===== src/rtl/therm_timer_pkg.sv =====
`timescale 1ns/1ps
// Shared register addresses and field positions for the thermal-event timer.
package therm_timer_pkg;
    localparam int DATA_W = 8;
    localparam logic [1:0] ADDR_CTRL   = 2'd0;
    localparam logic [1:0] ADDR_LIMIT  = 2'd1;
    localparam logic [1:0] ADDR_TIMER  = 2'd2;
    localparam logic [1:0] ADDR_STATUS = 2'd3;
    localparam int CTRL_EN_BIT    = 0;
    localparam int CTRL_BOOST_BIT = 1;
    localparam int CTRL_MASK_BIT  = 2;
    localparam int CTRL_FUNC_LSB  = 4;
    localparam logic [1:0] FUNC_THERM = 2'b01;
endpackage


===== src/rtl/therm_sync.sv =====
`timescale 1ns/1ps
// Synchronizes the asynchronous active-low thermal input into an
// active-high "asserted" flag. Assumes STAGES >= 2.
module therm_sync #(
    parameter int STAGES = 2
) (
    input  logic clk,
    input  logic rst_n,
    input  logic therm_n_i,
    output logic therm_act_o
);
    logic [STAGES-1:0] sync_q;

    // Shift the inverted input through the synchronizer chain.
    always_ff @(posedge clk) begin
        if (!rst_n) sync_q <= '0;
        else        sync_q <= {sync_q[STAGES-2:0], ~therm_n_i};
    end

    assign therm_act_o = sync_q[STAGES-1];
endmodule


===== src/rtl/therm_accum.sv =====
`timescale 1ns/1ps
// Saturating accumulator of assertion ticks. Clear-on-read has priority
// over a plain hold; a tick in the clearing cycle is kept as 1.
module therm_accum #(
    parameter int ACC_W = 8
) (
    input  logic             clk,
    input  logic             rst_n,
    input  logic             count_en_i,
    input  logic             tick_i,
    input  logic             clr_i,
    output logic [ACC_W-1:0] acc_o
);
    localparam logic [ACC_W-1:0] ACC_MAX = '1;

    logic inc;
    assign inc = count_en_i && tick_i;

    // Count ticks while asserted, saturating; restart on read.
    always_ff @(posedge clk) begin
        if (!rst_n)                    acc_o <= '0;
        else if (clr_i)                acc_o <= inc ? ACC_W'(1) : '0;
        else if (inc && acc_o != ACC_MAX) acc_o <= acc_o + ACC_W'(1);
    end


    acc_sat_chk: assert property (@(posedge clk) disable iff (!rst_n)
        (acc_o == ACC_MAX && !clr_i) |=> acc_o == ACC_MAX);

    acc_inc_chk: assert property (@(posedge clk) disable iff (!rst_n)
        (inc && !clr_i && acc_o != ACC_MAX) |=> acc_o == $past(acc_o) + ACC_W'(1));

    acc_hold_chk: assert property (@(posedge clk) disable iff (!rst_n)
        (!count_en_i && !clr_i) |=> $stable(acc_o));
endmodule


===== src/rtl/therm_alert.sv =====
`timescale 1ns/1ps
// Sticky alert request: set when the total exceeds the limit (or on any
// assertion with a zero limit) unless masked; cleared by a status read.
module therm_alert #(
    parameter int ACC_W = 8
) (
    input  logic             clk,
    input  logic             rst_n,
    input  logic             active_i,
    input  logic             therm_act_i,
    input  logic [ACC_W-1:0] acc_i,
    input  logic [ACC_W-1:0] limit_i,
    input  logic             mask_i,
    input  logic             clr_i,
    output logic             alert_o
);
    logic exceed, set_alert;

    // Exceed condition: first assertion with zero limit, or total above limit.
    always_comb begin
        exceed    = active_i && (((limit_i == '0) && therm_act_i) || (acc_i > limit_i));
        set_alert = exceed && !mask_i;
    end

    // Hold the alert until a status read; a new set wins over the clear.
    always_ff @(posedge clk) begin
        if (!rst_n)         alert_o <= 1'b0;
        else if (set_alert) alert_o <= 1'b1;
        else if (clr_i)     alert_o <= 1'b0;
    end


    alert_mask_chk: assert property (@(posedge clk) disable iff (!rst_n)
        (mask_i && !alert_o) |=> !alert_o);

    alert_sticky_chk: assert property (@(posedge clk) disable iff (!rst_n)
        (alert_o && !clr_i) |=> alert_o);

    alert_zero_chk: assert property (@(posedge clk) disable iff (!rst_n)
        (active_i && therm_act_i && limit_i == '0 && !mask_i) |=> alert_o);
endmodule


===== src/rtl/fan_boost.sv =====
`timescale 1ns/1ps
// Per-fan full-duty override. A fan is eligible only if it was running
// at the onset of the assertion; eligibility holds for the whole event.
module fan_boost #(
    parameter int NUM_FANS = 4
) (
    input  logic                clk,
    input  logic                rst_n,
    input  logic                boost_en_i,
    input  logic                active_i,
    input  logic                therm_act_i,
    input  logic [NUM_FANS-1:0] fan_running_i,
    output logic [NUM_FANS-1:0] fan_full_o
);
    logic therm_prev_q, onset;

    // Remember the previous input level to find the start of an event.
    always_ff @(posedge clk) begin
        if (!rst_n) therm_prev_q <= 1'b0;
        else        therm_prev_q <= therm_act_i;
    end

    assign onset = therm_act_i && !therm_prev_q;

    for (genvar i = 0; i < NUM_FANS; i++) begin : g_fan
        logic elig_q, elig_now;

        // Capture whether this fan was running when the event began.
        always_ff @(posedge clk) begin
            if (!rst_n)     elig_q <= 1'b0;
            else if (onset) elig_q <= fan_running_i[i];
        end

        assign elig_now      = onset ? fan_running_i[i] : elig_q;
        assign fan_full_o[i] = boost_en_i && active_i && therm_act_i && elig_now;


        boost_start_chk: assert property (@(posedge clk) disable iff (!rst_n)
            $rose(fan_full_o[i]) |-> ($rose(therm_act_i) || $rose(boost_en_i) || $rose(active_i)));
    end
endmodule


===== src/rtl/therm_regs.sv =====
`timescale 1ns/1ps
// Register port: control and limit storage, registered read data,
// clear strobes for the timer and status reads.
module therm_regs
    import therm_timer_pkg::*;
#(
    parameter int ACC_W = 8
) (
    input  logic              clk,
    input  logic              rst_n,
    input  logic              wr_i,
    input  logic              rd_i,
    input  logic [1:0]        addr_i,
    input  logic [DATA_W-1:0] wdata_i,
    input  logic [ACC_W-1:0]  acc_i,
    input  logic              alert_i,
    output logic              active_o,
    output logic              boost_en_o,
    output logic              mask_o,
    output logic [ACC_W-1:0]  limit_o,
    output logic [DATA_W-1:0] rdata_o,
    output logic              timer_rd_o,
    output logic              status_rd_o
);
    logic [DATA_W-1:0] ctrl_q;

    // Store control and limit on writes.
    always_ff @(posedge clk) begin
        if (!rst_n) begin
            ctrl_q  <= '0;
            limit_o <= '1;
        end else if (wr_i) begin
            if (addr_i == ADDR_CTRL)  ctrl_q  <= wdata_i;
            if (addr_i == ADDR_LIMIT) limit_o <= wdata_i[ACC_W-1:0];
        end
    end

    // Return the addressed register one cycle after the read strobe.
    always_ff @(posedge clk) begin
        if (!rst_n) rdata_o <= '0;
        else if (rd_i) begin
            case (addr_i)
                ADDR_CTRL:  rdata_o <= ctrl_q;
                ADDR_LIMIT: rdata_o <= DATA_W'(limit_o);
                ADDR_TIMER: rdata_o <= DATA_W'(acc_i);
                default:    rdata_o <= DATA_W'(alert_i);
            endcase
        end
    end

    // Decode fields and read side-effect strobes.
    always_comb begin
        active_o    = ctrl_q[CTRL_EN_BIT] && (ctrl_q[CTRL_FUNC_LSB+:2] == FUNC_THERM);
        boost_en_o  = ctrl_q[CTRL_BOOST_BIT];
        mask_o      = ctrl_q[CTRL_MASK_BIT];
        timer_rd_o  = rd_i && (addr_i == ADDR_TIMER);
        status_rd_o = rd_i && (addr_i == ADDR_STATUS);
    end
endmodule


===== src/rtl/therm_accum_timer.sv =====
`timescale 1ns/1ps
// Top: cumulative thermal-event timer with alert and fan boost.
// Assumes tick_i is a single-cycle pulse and ACC_W <= 8.
module therm_accum_timer #(
    parameter int ACC_W       = 8,
    parameter int NUM_FANS    = 4,
    parameter int SYNC_STAGES = 2
) (
    input  logic                clk,
    input  logic                rst_n,
    input  logic                therm_n_i,
    input  logic                tick_i,
    input  logic                reg_wr_i,
    input  logic                reg_rd_i,
    input  logic [1:0]          reg_addr_i,
    input  logic [7:0]          reg_wdata_i,
    output logic [7:0]          reg_rdata_o,
    input  logic [NUM_FANS-1:0] fan_running_i,
    output logic [NUM_FANS-1:0] fan_full_o,
    output logic                alert_o
);
    logic             therm_act, active, boost_en, mask, timer_rd, status_rd;
    logic [ACC_W-1:0] acc, limit;

    therm_sync #(.STAGES(SYNC_STAGES)) sync_i (
        .clk(clk), .rst_n(rst_n), .therm_n_i(therm_n_i), .therm_act_o(therm_act));

    therm_regs #(.ACC_W(ACC_W)) regs_i (
        .clk(clk), .rst_n(rst_n), .wr_i(reg_wr_i), .rd_i(reg_rd_i),
        .addr_i(reg_addr_i), .wdata_i(reg_wdata_i), .acc_i(acc), .alert_i(alert_o),
        .active_o(active), .boost_en_o(boost_en), .mask_o(mask), .limit_o(limit),
        .rdata_o(reg_rdata_o), .timer_rd_o(timer_rd), .status_rd_o(status_rd));

    therm_accum #(.ACC_W(ACC_W)) accum_i (
        .clk(clk), .rst_n(rst_n), .count_en_i(active && therm_act), .tick_i(tick_i),
        .clr_i(timer_rd), .acc_o(acc));

    therm_alert #(.ACC_W(ACC_W)) alert_i (
        .clk(clk), .rst_n(rst_n), .active_i(active), .therm_act_i(therm_act),
        .acc_i(acc), .limit_i(limit), .mask_i(mask), .clr_i(status_rd), .alert_o(alert_o));

    fan_boost #(.NUM_FANS(NUM_FANS)) boost_i (
        .clk(clk), .rst_n(rst_n), .boost_en_i(boost_en), .active_i(active),
        .therm_act_i(therm_act), .fan_running_i(fan_running_i), .fan_full_o(fan_full_o));


    timer_clr_chk: assert property (@(posedge clk) disable iff (!rst_n)
        (timer_rd && !tick_i) |=> acc == '0);
endmodule


===== config.mk =====
export PLATFORM = sky130hd
export DESIGN_NAME = therm_accum_timer
export DESIGN_NICKNAME = d
export VERILOG_FILES = /design/src/rtl/therm_timer_pkg.sv /design/src/rtl/therm_sync.sv /design/src/rtl/therm_accum.sv /design/src/rtl/therm_alert.sv /design/src/rtl/fan_boost.sv /design/src/rtl/therm_regs.sv /design/src/rtl/therm_accum_timer.sv
export SDC_FILE = /design/constraint.sdc
export NUM_CORES = 1
export LEC_CHECK = 0
export BUFFER_PORTS_ARGS = -buffer_cell sky130_fd_sc_hd__buf_4
export CORE_UTILIZATION = 60
export DETAILED_ROUTE_END_ITERATION = 8
export GPL_TIMING_DRIVEN = 1
export HOLD_SLACK_MARGIN = 0.02
export PLACE_DENSITY = 0.87
export SYNTH_ARGS = -nofsm -noshare
export SYNTH_HDL_FRONTEND = slang
export SYNTH_HIERARCHICAL = 1
export SYNTH_SLANG_ARGS = --single-unit

===== constraint.sdc =====
create_clock -name clk -period 4.83 [get_ports clk]
set_input_delay 0.966 -clock clk [delete_from_list [all_inputs] [get_ports clk]]
set_output_delay 0.966 -clock clk [all_outputs]
set_load 0.02 [all_outputs]

After elaboration in Yosys (flattened, before gate mapping) --
Cells that the tools add are included. Widths: inputs -> output; s select.
Storage, ports and cells: register bits after elaboration 40, bits in latches 0, memory bits (writable) 0, ROM bits 0, bits of input ports 20, output and inout port bits 13, memories 0
Cells by class: add/subtract/negate cells 1, multipliers 0, div/mod/pow operators 0, $lt $le $gt $ge 1, eq/ne operators 5, shift-type cells 0, mux-type cells 10, bitwise gates (word level) 1, reduce and logical (&&, ||, !) cells 25
Operators with widths (number):
- $pmux 8 s3 | 1
- $logic_and 1x1->1 | 16
- $mux 8 | 2
- $add 8x1->8 const B | 1
- $gt 8x8->1 | 1
- $logic_not 8->1 | 1
- $ne 8x8->1 const B | 1
- $mux 1 | 7
- $eq 2x1->1 const B | 2
- $eq 2x2->1 const B | 2
- $reduce_and 2->1 | 2
- $reduce_bool 2->1 | 2
- $logic_not 1->1 | 2
- $logic_not 2->1 | 1
- $logic_or 1x1->1 | 1
- $not 1->1 | 1

Logic depth before layout (Yosys ltp) --
Gate-level depths: netlist of run 1.
depth in word-level cells 7, gate-level depth with buffers 7, mapped depth without buffers 6

Modules after synthesis --
The synthesis of run 1 kept the hierarchy.
Modules (own cells, without submodules):
- therm_regs | times used 1, cells each 118, area an instance 1072.3 um^2
- therm_accum | times used 1, cells each 46, area an instance 407.9 um^2
- fan_boost | times used 1, cells each 31, area an instance 277.8 um^2
- therm_alert | times used 1, cells each 36, area an instance 276.5 um^2
- therm_sync | times used 1, cells each 4, area an instance 60.1 um^2
- therm_accum_timer | times used 1, cells each 1, area an instance 6.3 um^2

Least setup slack after synthesis of run 1 --
OpenSTA, ideal clock, no wires.
path type input-to-output, start input port fan_running_i[0], end output port fan_full_o[0], arrival time 1.297 ns, required time 3.864 ns, slack 2.567 ns, cell stages on the path 2, buffers on the path 0, cells stage by stage mux2i_1 -> nor2_1
Between the ends: cells in the longest elaborated chain, start to end 2
RTL lines:
- start: declaration | RTL line therm_accum_timer.sv:18 | input logic [NUM_FANS-1:0] fan_running_i,
- $mux 1
- $logic_and 1x1->1 | RTL line fan_boost.sv:35 | assign fan_full_o[i] = boost_en_i && active_i && therm_act_i && elig_now;
- end: declaration | RTL line therm_accum_timer.sv:19 | output logic [NUM_FANS-1:0] fan_full_o,
Every way passes these cells.

Worst setup path in the final report of run 1 --
start register regs_i.ctrl_q[5], end output port fan_full_o[0]
Between the ends: cells in the longest elaborated chain, start to end 5
RTL lines:
- start: declaration | RTL line therm_regs.sv:25 | logic [DATA_W-1:0] ctrl_q;
- start signal: assignment | RTL line therm_regs.sv:33 | if (addr_i == ADDR_CTRL) ctrl_q <= wdata_i;
- $eq 2x1->1 | RTL line therm_regs.sv:53 | active_o = ctrl_q[CTRL_EN_BIT] && (ctrl_q[CTRL_FUNC_LSB+:2] == FUNC_THERM);
- $logic_and 1x1->1 | RTL line therm_regs.sv:53
- named net active | RTL line therm_accum_timer.sv:22 | logic therm_act, active, boost_en, mask, timer_rd, status_rd;
- $logic_and 1x1->1 (3 in series) | RTL line fan_boost.sv:35
The timed path passes the listed nets, and every way through them passes these cells.

==> metrics.txt, run 1 <==
outcome finished, final reports clean; Setup TNS Final 0 ns; RSZ-0062 raised after global routing false; die width 61.2 µm; MaxCap Viol Count 0; CTS hold repair buffers 0; Routed wire per std cell 14.5 µm; ant diodes 0; fin crit share 52.7%; Via density 5.66; Worst Hold Class reg -> reg; endpoints failing setup 0; Clock Power Share a little under two fifths; WP data required 3.86 ns; CTS tree built; DIE HEIGHT 61.2 µm; pre-CTS setup slack ~2.4 ns; clk_skew 0.0107 ns; Crit Reg-Reg Startpoint regs_i/ctrl_q[5]; register area share after synthesis between 30% and 40%; CP Max Fanout 4; share of cells above drive strength 1 between 10% and 20%; Slew @ Worst Pin approximately 0.35 ns; Vias 1,765; Most used DFF post-synth dfxtp_1; Switch Pwr 0.000156 W; Clock Latency Late Sink 0.36 ns; Design Power 0.000671 W; CP Launch Point regs_i/ctrl_q[5]; Worst EP arrival 1.58 ns; post-route ant nets 0; Worst Path Buf+Inv 1; total CTS buffers 5; largest net degree at the start of global routing 40; TritonCTS Sinks 40; crit path time final ~2.5 ns; switching share of total power 23.3%; hold wc startpoint sync_i/sync_q[0]; CP Cell Sequence and3b_1 -> nand3_1 -> nor2_1 -> buf_4; pwr dens 276 mW/mm²; Post-Synthesis Cells around 240; CTS H-tree lvls 2; crit end category output port; Layout fillers between 200 and 300; peak supply drop 0.000224 V; Tot GR Track Use approximately a quarter; Flop pwr share 52.4%; setup bufs post-CTS 0; DRC Markers 0; number of global-route vias before repair 1,592; Cell Rows 21; #FFs+latches synth 40; post-synthesis cell type count between 40 and 50; syn avg cell area 8.90 µm²; # nets final roughly 290; first-pass GRT wire length 7100 µm; Cells after DPL 304; Top delay family on crit path simple AND/OR/NAND/NOR gates; Ys Warns 6; Remaining Overflow, GRT 0; Area Growth Syn to Fin 15.7%; CTS clk-pin slew, worst paths 0.12 ns; Post-synth EDFFs 0; RD Place Congestion between 0.7 and 0.8; CP Launch Type flip-flop; Crit Path Class reg -> out; slowest CP cell dfxtp_1; final wirelength 4530 µm; Slew HR 76.5%; Leakage 1.07 nW; Port Buffers 32; Die Area 0.00374 mm²; DP HPWL 3250 µm; maximum root-to-sink buffer count 2; Achievable Freq 393 MHz; Hold Vio Cnt, Final 0; max incr delay on CP between 0.3 and 0.4 ns; initial antenna violation count 0; Root Buffer Master clkbuf_4; CTS-repair resized insts 0; WHS 0.462 ns; max-slew violation count 0; mapped cell area 0.00210 mm²; asr flop ratio synth 0%; Pre-Repair DR Iteration Count 4; Post-Layout Cell Count 312; Ports 33; combinational share of power 10.9%; syn_nets 265; setup ws final about 2.3 ns; core region area 0.00334 mm²; internal power 0.000515 W; number of DRC markers in iteration 0 100; starting density of the core a little over three fifths
[metrics by stage]
stage / cell area [µm²] / util [%]
2_1_floorplan: 2100 / -
3_3_place_gp: 2340 / 70.0
3_5_place_dp: 2340 / 70.0
4_1_cts: 2430 / 72.9
5_1_grt: 2430 / 72.9
6_report: 2430 / 72.9
[kinds of logic (layout without fill, tap and decap cells)]
logic type	after synthesis	in the layout	synth area share, %
adder cells (fa/ha/maj)	9	9	5.36
buffers and inverters	21	51	5.12
AO/OA/AOI/OAI	33	33	10.4
XOR/XNOR	1	1	0.417
AND/OR/NAND/NOR	106	106	27.4
multiplexers	26	26	13.2
flip-flops	40	40	38.1
[layout make-up]
cell class / count / area, µm² / area share [%]
Clock buffer: 7 / 65.1 / 2.68
Clock inverter: 1 / 30.0 / 1.24
Inverter: 10 / 37.5 / 1.54
Multi-Input combinational cell: 175 / 1190 / 49.0
Sequential cell: 40 / 801 / 32.9
Tap cell: 46 / 57.6 / 2.37
Timing Repair Buffer: 33 / 248 / 10.2
[synthesized netlist by cell type (2+ instances only)]
cell / number / area (µm²)
ha_1: 9 / 113
o211ai_1: 2 / 15.0
and2_1: 4 / 25.0
nor2b_4: 2 / 27.5
buf_6: 3 / 33.8
inv_1: 10 / 37.5
nor3_1: 5 / 25.0
mux2i_1: 25 / 250
o21ai_0: 10 / 50.1
nor2_1: 11 / 41.3
dfxtp_1: 40 / 801
nor4b_1: 2 / 17.5
clkbuf_1: 4 / 15.0
a21oi_1: 4 / 20.0
o21ba_2: 2 / 20.0
a211oi_1: 2 / 15.0
buf_2: 2 / 10.0
a31oi_1: 8 / 50.1
or2_0: 6 / 37.5
nand2_1: 34 / 128
nand3_1: 11 / 55.1
nand4_1: 6 / 37.5
nor2b_1: 13 / 81.3
[power by group through the flow]
stage	Clock, W	Sequential [W]	Combinational [W]
after global placement	0	0.000358	0.0000704
after detailed placement	0	0.000359	0.0000726
final	0.000246	0.000351	0.0000731
after floorplan	0	0.000361	0.0000419
after CTS	0.000251	0.000351	0.0000728
after global routing	0.000267	0.000353	0.0000805
[state kept, by name (all words and copies together) (netlist names)]
| register | cells |
|---|---|
| accum_i/acc_o | 8 |
| boost_i/therm_prev_q | 1 |
| regs_i/rdata_o | 8 |
| regs_i/ctrl_q | 8 |
| sync_i/sync_q | 2 |
| regs_i/limit_o | 8 |
| alert_i/alert_o | 1 |
| boost_i/g_fan.elig_q | 4 |
[path summary, 6_finish.rpt]
kind                      end  slack (ns)  cells past startpoint
max             fan_full_o[0]        2.28                      4
min          sync_i/sync_q[1]        0.46                      1
max reg2reg  accum_i/acc_o[3]        3.01                      6
min reg2reg  sync_i/sync_q[1]        0.46                      1
[placed cells by master, fill, tap and decap left out, drive strengths merged, types with 2 or more instances in the layout]
cell | Yosys | final
a211oi | 2 | 2
a21oi | 4 | 4
a31oi | 8 | 8
and2 | 4 | 4
and3 | 2 | 2
and3b | 2 | 2
buf | 7 | 33
clkbuf | 4 | 7
dfxtp | 40 | 40
ha | 9 | 9
inv | 10 | 10
mux2i | 25 | 25
nand2 | 34 | 34
nand3 | 11 | 11
nand4 | 6 | 6
nor2 | 11 | 11
nor2b | 15 | 15
nor3 | 5 | 5
nor4b | 2 | 2
o211ai | 3 | 3
o21ai | 10 | 10
o21ba | 2 | 2
or2 | 7 | 7
[layer usage]
layer	global-route usage [%]	vias up	part of all wire [%]
li1	-	888	-
met1	33.3	813	44
met2	42.5	58	50
met3	5.46	6	5.2
met4	13.6	0	1.1
met5	0	-	0
Note: power is estimated with default switching activity, not from simulation.
==> inputs of run 2 (changes only) <==
--- a/config.mk
+++ b/config.mk
@@ -5,12 +5,13 @@
 export SDC_FILE = /design/constraint.sdc
 export NUM_CORES = 1
 export LEC_CHECK = 0
+export ABC_AREA = 1
 export BUFFER_PORTS_ARGS = -buffer_cell sky130_fd_sc_hd__buf_4
-export CORE_UTILIZATION = 60
+export CORE_UTILIZATION = 56
 export DETAILED_ROUTE_END_ITERATION = 8
 export GPL_TIMING_DRIVEN = 1
 export HOLD_SLACK_MARGIN = 0.02
-export PLACE_DENSITY = 0.87
+export PLACE_DENSITY = 0.82
 export SYNTH_ARGS = -nofsm -noshare
 export SYNTH_HDL_FRONTEND = slang
 export SYNTH_HIERARCHICAL = 1
==> constraint.sdc (replaced) <==
create_clock -name clk -period 2.4 [get_ports clk]
set_input_delay 0.48 -clock clk [delete_from_list [all_inputs] [get_ports clk]]
set_output_delay 0.48 -clock clk [all_outputs]
set_load 0.02 [all_outputs]
==> run 2 against run 1 <==
Against the previous run: register-to-register slack worse by 2.2 ns; cell count grew 30%; count of clock-buffer cells in the layout decreased by 1; clock skew down 0.0046 ns; hold slack worse by 0.13 ns; sequential power increased by 100%; non-clock buffer count is 1 lower; core utilization decreased by 4.0 points; die area is 12% higher; largest cell class unchanged; largest power group unchanged; highest routed layer unchanged.
==> metrics.txt, run 2 <==
post-synthesis cell type count 28; CP Max Fanout 4; setup ws final 0.440 ns; Via density 5.13; final wirelength 4940 µm; post-route ant nets 0; Hold Vio Cnt, Final 0; fin util between 60% and 70%; Post-Synthesis Cells 323; Area Growth Syn to Fin 16.4%; endpoints failing setup 0; syn_nets between 300 and 400; most numerous cell in the Yosys netlist nand2_1; mapped cell area around 0.0022 mm²; DP HPWL 3740 µm; #FFs+latches synth 40; crit path time final between 1.5 and 2 ns; total CTS buffers 5; Worst EP arrival 1.48 ns; CTS clk-pin slew, worst paths 0.08 ns; Routed wire per std cell 12.2 µm; Ports 33; die width 64.6 µm; ant diodes 0; Root Buffer Master clkbuf_8; Pre-Repair DR Iteration Count 4; MaxCap Viol Count 0; largest net degree at the start of global routing 26; asr flop ratio synth 0%; Crit Path Class reg -> out; Setup TNS Final 0 ns; Most used DFF post-synth dfxtp_1; Remaining Overflow, GRT 0; # nets final 386; RD Place Congestion roughly 0.88; busiest grt layer met2; DRC Markers 0; register area share after synthesis 36.4%; pre-CTS setup slack 0.628 ns; Cell Rows 22; Ys Warns 6; WHS around 0.33 ns; Tot GR Track Use 26.8%; Leakage 1.32 nW; CTS-repair resized insts 0; commonest non-fill, non-tap cells in the layout nand2_1 (83), nand3_1 (46), nor2_1 (43); cell mode on critical path nor2_1; Top delay family on crit path simple AND/OR/NAND/NOR gates; peak supply drop 0.000429 V; setup bufs post-CTS 0; hold wc startpoint therm_n_i; Crit Reg-Reg Startpoint regs_i/ctrl_q[4]; slowest CP cell dfxtp_1; max-slew violation count 0; DIE HEIGHT 64.6 µm; pwr dens 531 mW/mm²; Clock Latency Late Sink 0.30 ns; Worst Hold Class in -> reg; syn avg cell area 6.80 µm²; Port Buffers 32; clk_skew 0.00606 ns; starting density of the core 59.1%; main area contributors after synthesis dfxtp_1 (36%), nand2_1 (14%), nand3_1 (10%); fin crit share 81.7%; RSZ-0062 raised after global routing false; number of DRC markers in iteration 0 140; Cells after DPL 398; Post-Layout Cell Count 406; biggest area consumer among synthesized cells dfxtp_1; Slew @ Worst Pin 0.385 ns; Achievable Freq ~500 MHz; met1 Use GR 32.3%; Slew HR 74.2%; outcome finished, final reports clean; max incr delay on CP roughly 0.38 ns; Post-synth EDFFs 0; CP Launch Point regs_i/ctrl_q[4]; CTS tree built; maximum root-to-sink buffer count 2; most common cell after layout, fill and taps aside nand2_1; first-pass GRT wire length 8540 µm; initial antenna violation count 0; CP Launch Type flip-flop; CTS hold repair buffers 0; Die Area 0.00418 mm²; number of global-route vias before repair 2,002; post-synth top area share a little over a third; Vias 2,083; share of cells above drive strength 1 18.2%; TritonCTS Sinks 40; Worst Path Buf+Inv 1; CP Cell Sequence nand2_1 -> nor2_1 -> nand3_1 -> nor2_1 -> buf_4; met2 Usage GRT 46.8%; core region area between 0.003 and 0.004 mm²; WP data required about 1.9 ns; M3 GR Usage 4.75%; CTS H-tree lvls 2; crit end category output port; most frequent cells after synthesis nand2_1 (83), nand3_1 (46), nor2_1 (43)
-- run 2: cell types whose count changed after synthesis, sizes merged, moves of 4 or more --
cell   delta
nor2     +37
mux2i    -25
a21oi    +13
nand3    +37
buf       -4
inv      +36
a31oi     -8
and2      -4
or2       -7
nand2    +56
nor2b    -15
-- run 2: kinds of logic (layout without fill, tap and decap cells) --
kind of cell               count (synthesis)  after routing  share of synthesized area [%]
and+or+nand+nor                          193            193                           41.2
buffers and inverters                     52             87                           9.97
DFF                                       40             40                           36.4
AOI/OAI and AO/OA                         29             29                           7.23
adders and majority gates                  9              9                           5.13
-- run 2: worst register-to-register path, cell delays in order (launching register included) --
cell,delay [ns]
dfxtp_1,0.38
nand2_1,0.06
nor2_1,0.22
nand2_1,0.09
inv_1,0.06
nand2_1,0.08
inv_1,0.23
nand2_8,0.10
nand2_4,0.09
nand2_1,0.05
a21oi_1,0.12
-- run 2: through the flow --
step	total power, W	area [µm²]
5_1_grt	0.00142	2560
4_1_cts	0.00137	2560
6_report	0.00136	2560
2_1_floorplan	0.000833	2200
3_3_place_gp	0.000892	2460
3_5_place_dp	0.000897	2460
-- run 2: per-layer routing --
metal | vias to the layer above | routed length (µm)
li1 | 1092 | -
met1 | 934 | 2280
met2 | 48 | 2380
met3 | 9 | 192
met4 | 0 | 86
met5 | - | 0
-- run 2: worst paths after layout --
check,endpoint,slack [ns],depth (start not counted)
worst max register to register,accum_i/acc_o[6],0.85,10
worst min-delay path,sync_i/sync_q[0],0.33,2
worst max-delay path,fan_full_o[0],0.44,5
worst min register to register,sync_i/sync_q[1],0.42,2
-- run 2: cell type report --
cell class	instances	area [µm²]
Tap cell	48	60.1
Inverter	47	181
Clock buffer	6	82.6
Timing Repair Buffer	32	240
Fill cell	353	1160
Sequential cell	40	801
Multi-Input combinational cell	231	1180
Clock inverter	2	15.0
-- run 2: report_power, final --
part | internal (W) | leakage [nW] | switching (W)
Combinational | 0.0000678 | 0.953 | 0.0000990
Sequential | 0.000691 | 0.327 | 0.0000247
Clock | 0.000233 | 0.0434 | 0.000243
==> inputs of run 3 (changes only) <==
--- a/config.mk
+++ b/config.mk
@@ -7,11 +7,11 @@
 export LEC_CHECK = 0
 export ABC_AREA = 1
 export BUFFER_PORTS_ARGS = -buffer_cell sky130_fd_sc_hd__buf_4
-export CORE_UTILIZATION = 56
+export CORE_UTILIZATION = 51
 export DETAILED_ROUTE_END_ITERATION = 8
 export GPL_TIMING_DRIVEN = 1
 export HOLD_SLACK_MARGIN = 0.02
-export PLACE_DENSITY = 0.82
+export PLACE_DENSITY = 0.78
 export SYNTH_ARGS = -nofsm -noshare
 export SYNTH_HDL_FRONTEND = slang
 export SYNTH_HIERARCHICAL = 1
==> constraint.sdc (replaced) <==
create_clock -name clk -period 1.8 [get_ports clk]
set_input_delay 0.36 -clock clk [delete_from_list [all_inputs] [get_ports clk]]
set_output_delay 0.36 -clock clk [all_outputs]
set_load 0.02 [all_outputs]
==> run 3 against run 2 <==
Against the previous run: hold slack lost 0.11 ns; worst setup slack lost 0.28 ns; critical path depth is the same; count of clock-buffer cells in the layout shrank 1; via count shrank 0.53%; global-route usage shrank 3.0 points; register-to-register slack lost 0.52 ns; clock power grew 54%; routed wire length grew 0.32%; die area grew 9.5%; largest cell class unchanged.
==> metrics.txt, run 3 (synthesized netlist as in run 2, its figures left out) <==
outcome finished, final reports clean; Slew @ Worst Pin 0.390 ns; fin util 64.6%; Ports 33; Worst EP arrival 1.28 ns; number of global-route vias before repair 1,889; DRC Markers 0; Pre-Repair DR Iteration Count 4; post-route ant nets 0; Root Buffer Master clkbuf_8; CTS H-tree lvls 2; total CTS buffers 5; Vias 2,072; Routed wire per std cell 12.1 µm; MaxCap Viol Count 0; crit path time final 1.64 ns; DP HPWL 3730 µm; most common cell after layout, fill and taps aside nand2_1; # nets final 389; Clock Latency Late Sink 0.30 ns; share of cells above drive strength 1 19.9%; setup bufs post-CTS 0; WP data required about 1.4 ns; die width 67.6 µm; ant diodes 0; Slew HR 73.8%; Via density 5.04; stages on the worst setup path 5; core region area 0.00406 mm²; maximum root-to-sink buffer count 2; RD Place Congestion 0.886; Setup TNS Final 0 ns; Layout fillers 392; peak supply drop 0.000458 V; Worst Path Buf+Inv 1; Remaining Overflow, GRT 0; Post-Layout Cell Count 411; final wirelength approximately 5000 µm; Top delay family on crit path simple AND/OR/NAND/NOR gates; Cells after DPL 403; DIE HEIGHT approximately 68 µm; Cell Rows 23; Reg2Reg Depth 10; Worst Hold Class in -> reg; RSZ-0062 raised after global routing false; initial antenna violation count 0; Port Buffers 32; Die Area between 0.004 and 0.005 mm²; starting density of the core 54.1%; max-slew violation count 0; CTS hold repair buffers 0; Leakage around 1.3 nW; CP Cell Sequence nand2_1 -> nor2_4 -> nand3_4 -> nor2_1 -> buf_4; TritonCTS Sinks 40; commonest non-fill, non-tap cells in the layout nand2_1 (83), nand3_1 (45), nor2_1 (41); Area Growth Syn to Fin 19.2%; Crit Path Class reg -> out; CTS-repair resized insts 1; Tot GR Track Use 23.9%; Achievable Freq 611 MHz; max incr delay on CP 0.36 ns; endpoints failing setup 0; Hold Vio Cnt, Final 0; crit end category output port; largest net degree at the start of global routing 26; fin crit share 90.9%; Worst Hold Depth 2; setup ws final between 0.15 and 0.2 ns; pwr dens 731 mW/mm²; clk_skew 0.00500 ns; slowest CP cell dfxtp_1; number of DRC markers in iteration 0 106; pre-CTS setup slack 0.251 ns; CTS clk-pin slew, worst paths about 0.080 ns; first-pass GRT wire length 8060 µm; CP Launch Type flip-flop; CP Max Fanout 4; CTS tree built
-- run 3: worst register-to-register path, cell delays in order, from the launching register on --
cell and delay [ns]:
dfxtp_1 0.36, nand2_1 0.09, nor2_4 0.15, nand2_1 0.07, inv_1 0.06, nand2_1 0.08
inv_1 0.23, nand2_8 0.10, nand2_4 0.10, nand2_1 0.06, a21oi_1 0.12
-- run 3: power breakdown --
group | switching (W) | internal [W]
sequential | 0.0000311 | 0.000921
clock | 0.000321 | 0.000410
combinational | 0.000137 | 0.0000948
total | 0.000489 | 0.00143
-- run 3: worst paths after layout --
path	startpoint	end	slack [ns]
setup reg to reg	regs_i/ctrl_q[4]	accum_i/acc_o[6]	0.33
hold reg to reg	sync_i/sync_q[0]	sync_i/sync_q[1]	0.42
setup / recovery	regs_i/ctrl_q[4]	fan_full_o[0]	0.16
hold / removal	therm_n_i	sync_i/sync_q[0]	0.22
-- run 3: per-layer routing --
layer | routed length (µm) | track usage (%) | part of all wire, % | up-vias
met5 | 0 | 0 | 0 | -
met4 | 43 | 6.12 | 0.87 | 0
met3 | 206 | 6.76 | 4.2 | 6
met2 | 2400 | 41.0 | 48 | 32
met1 | 2310 | 28.8 | 47 | 936
li1 | - | - | - | 1098
-- run 3: final cells by class --
class | count | area [µm²] | area share (%)
Clock buffer | 5 | 68.8 | 2.63
Clock inverter | 3 | 42.5 | 1.62
Inverter | 47 | 181 | 6.92
Multi-Input combinational cell | 231 | 1200 | 45.8
Sequential cell | 40 | 802 | 30.6
Tap cell | 50 | 62.6 | 2.39
Timing Repair Buffer | 35 | 263 | 10.0
-- run 3: through the flow --
stage / hold slack, ns / power (W) / cell area, µm²
floorplan: 0.386 / 0.00111 / 2200
global placement: 0.407 / 0.00120 / 2480
detailed placement: 0.409 / 0.00120 / 2480
CTS: 0.205 / 0.00193 / 2600
global route: 0.213 / 0.00200 / 2620
finish: 0.218 / 0.00191 / 2620
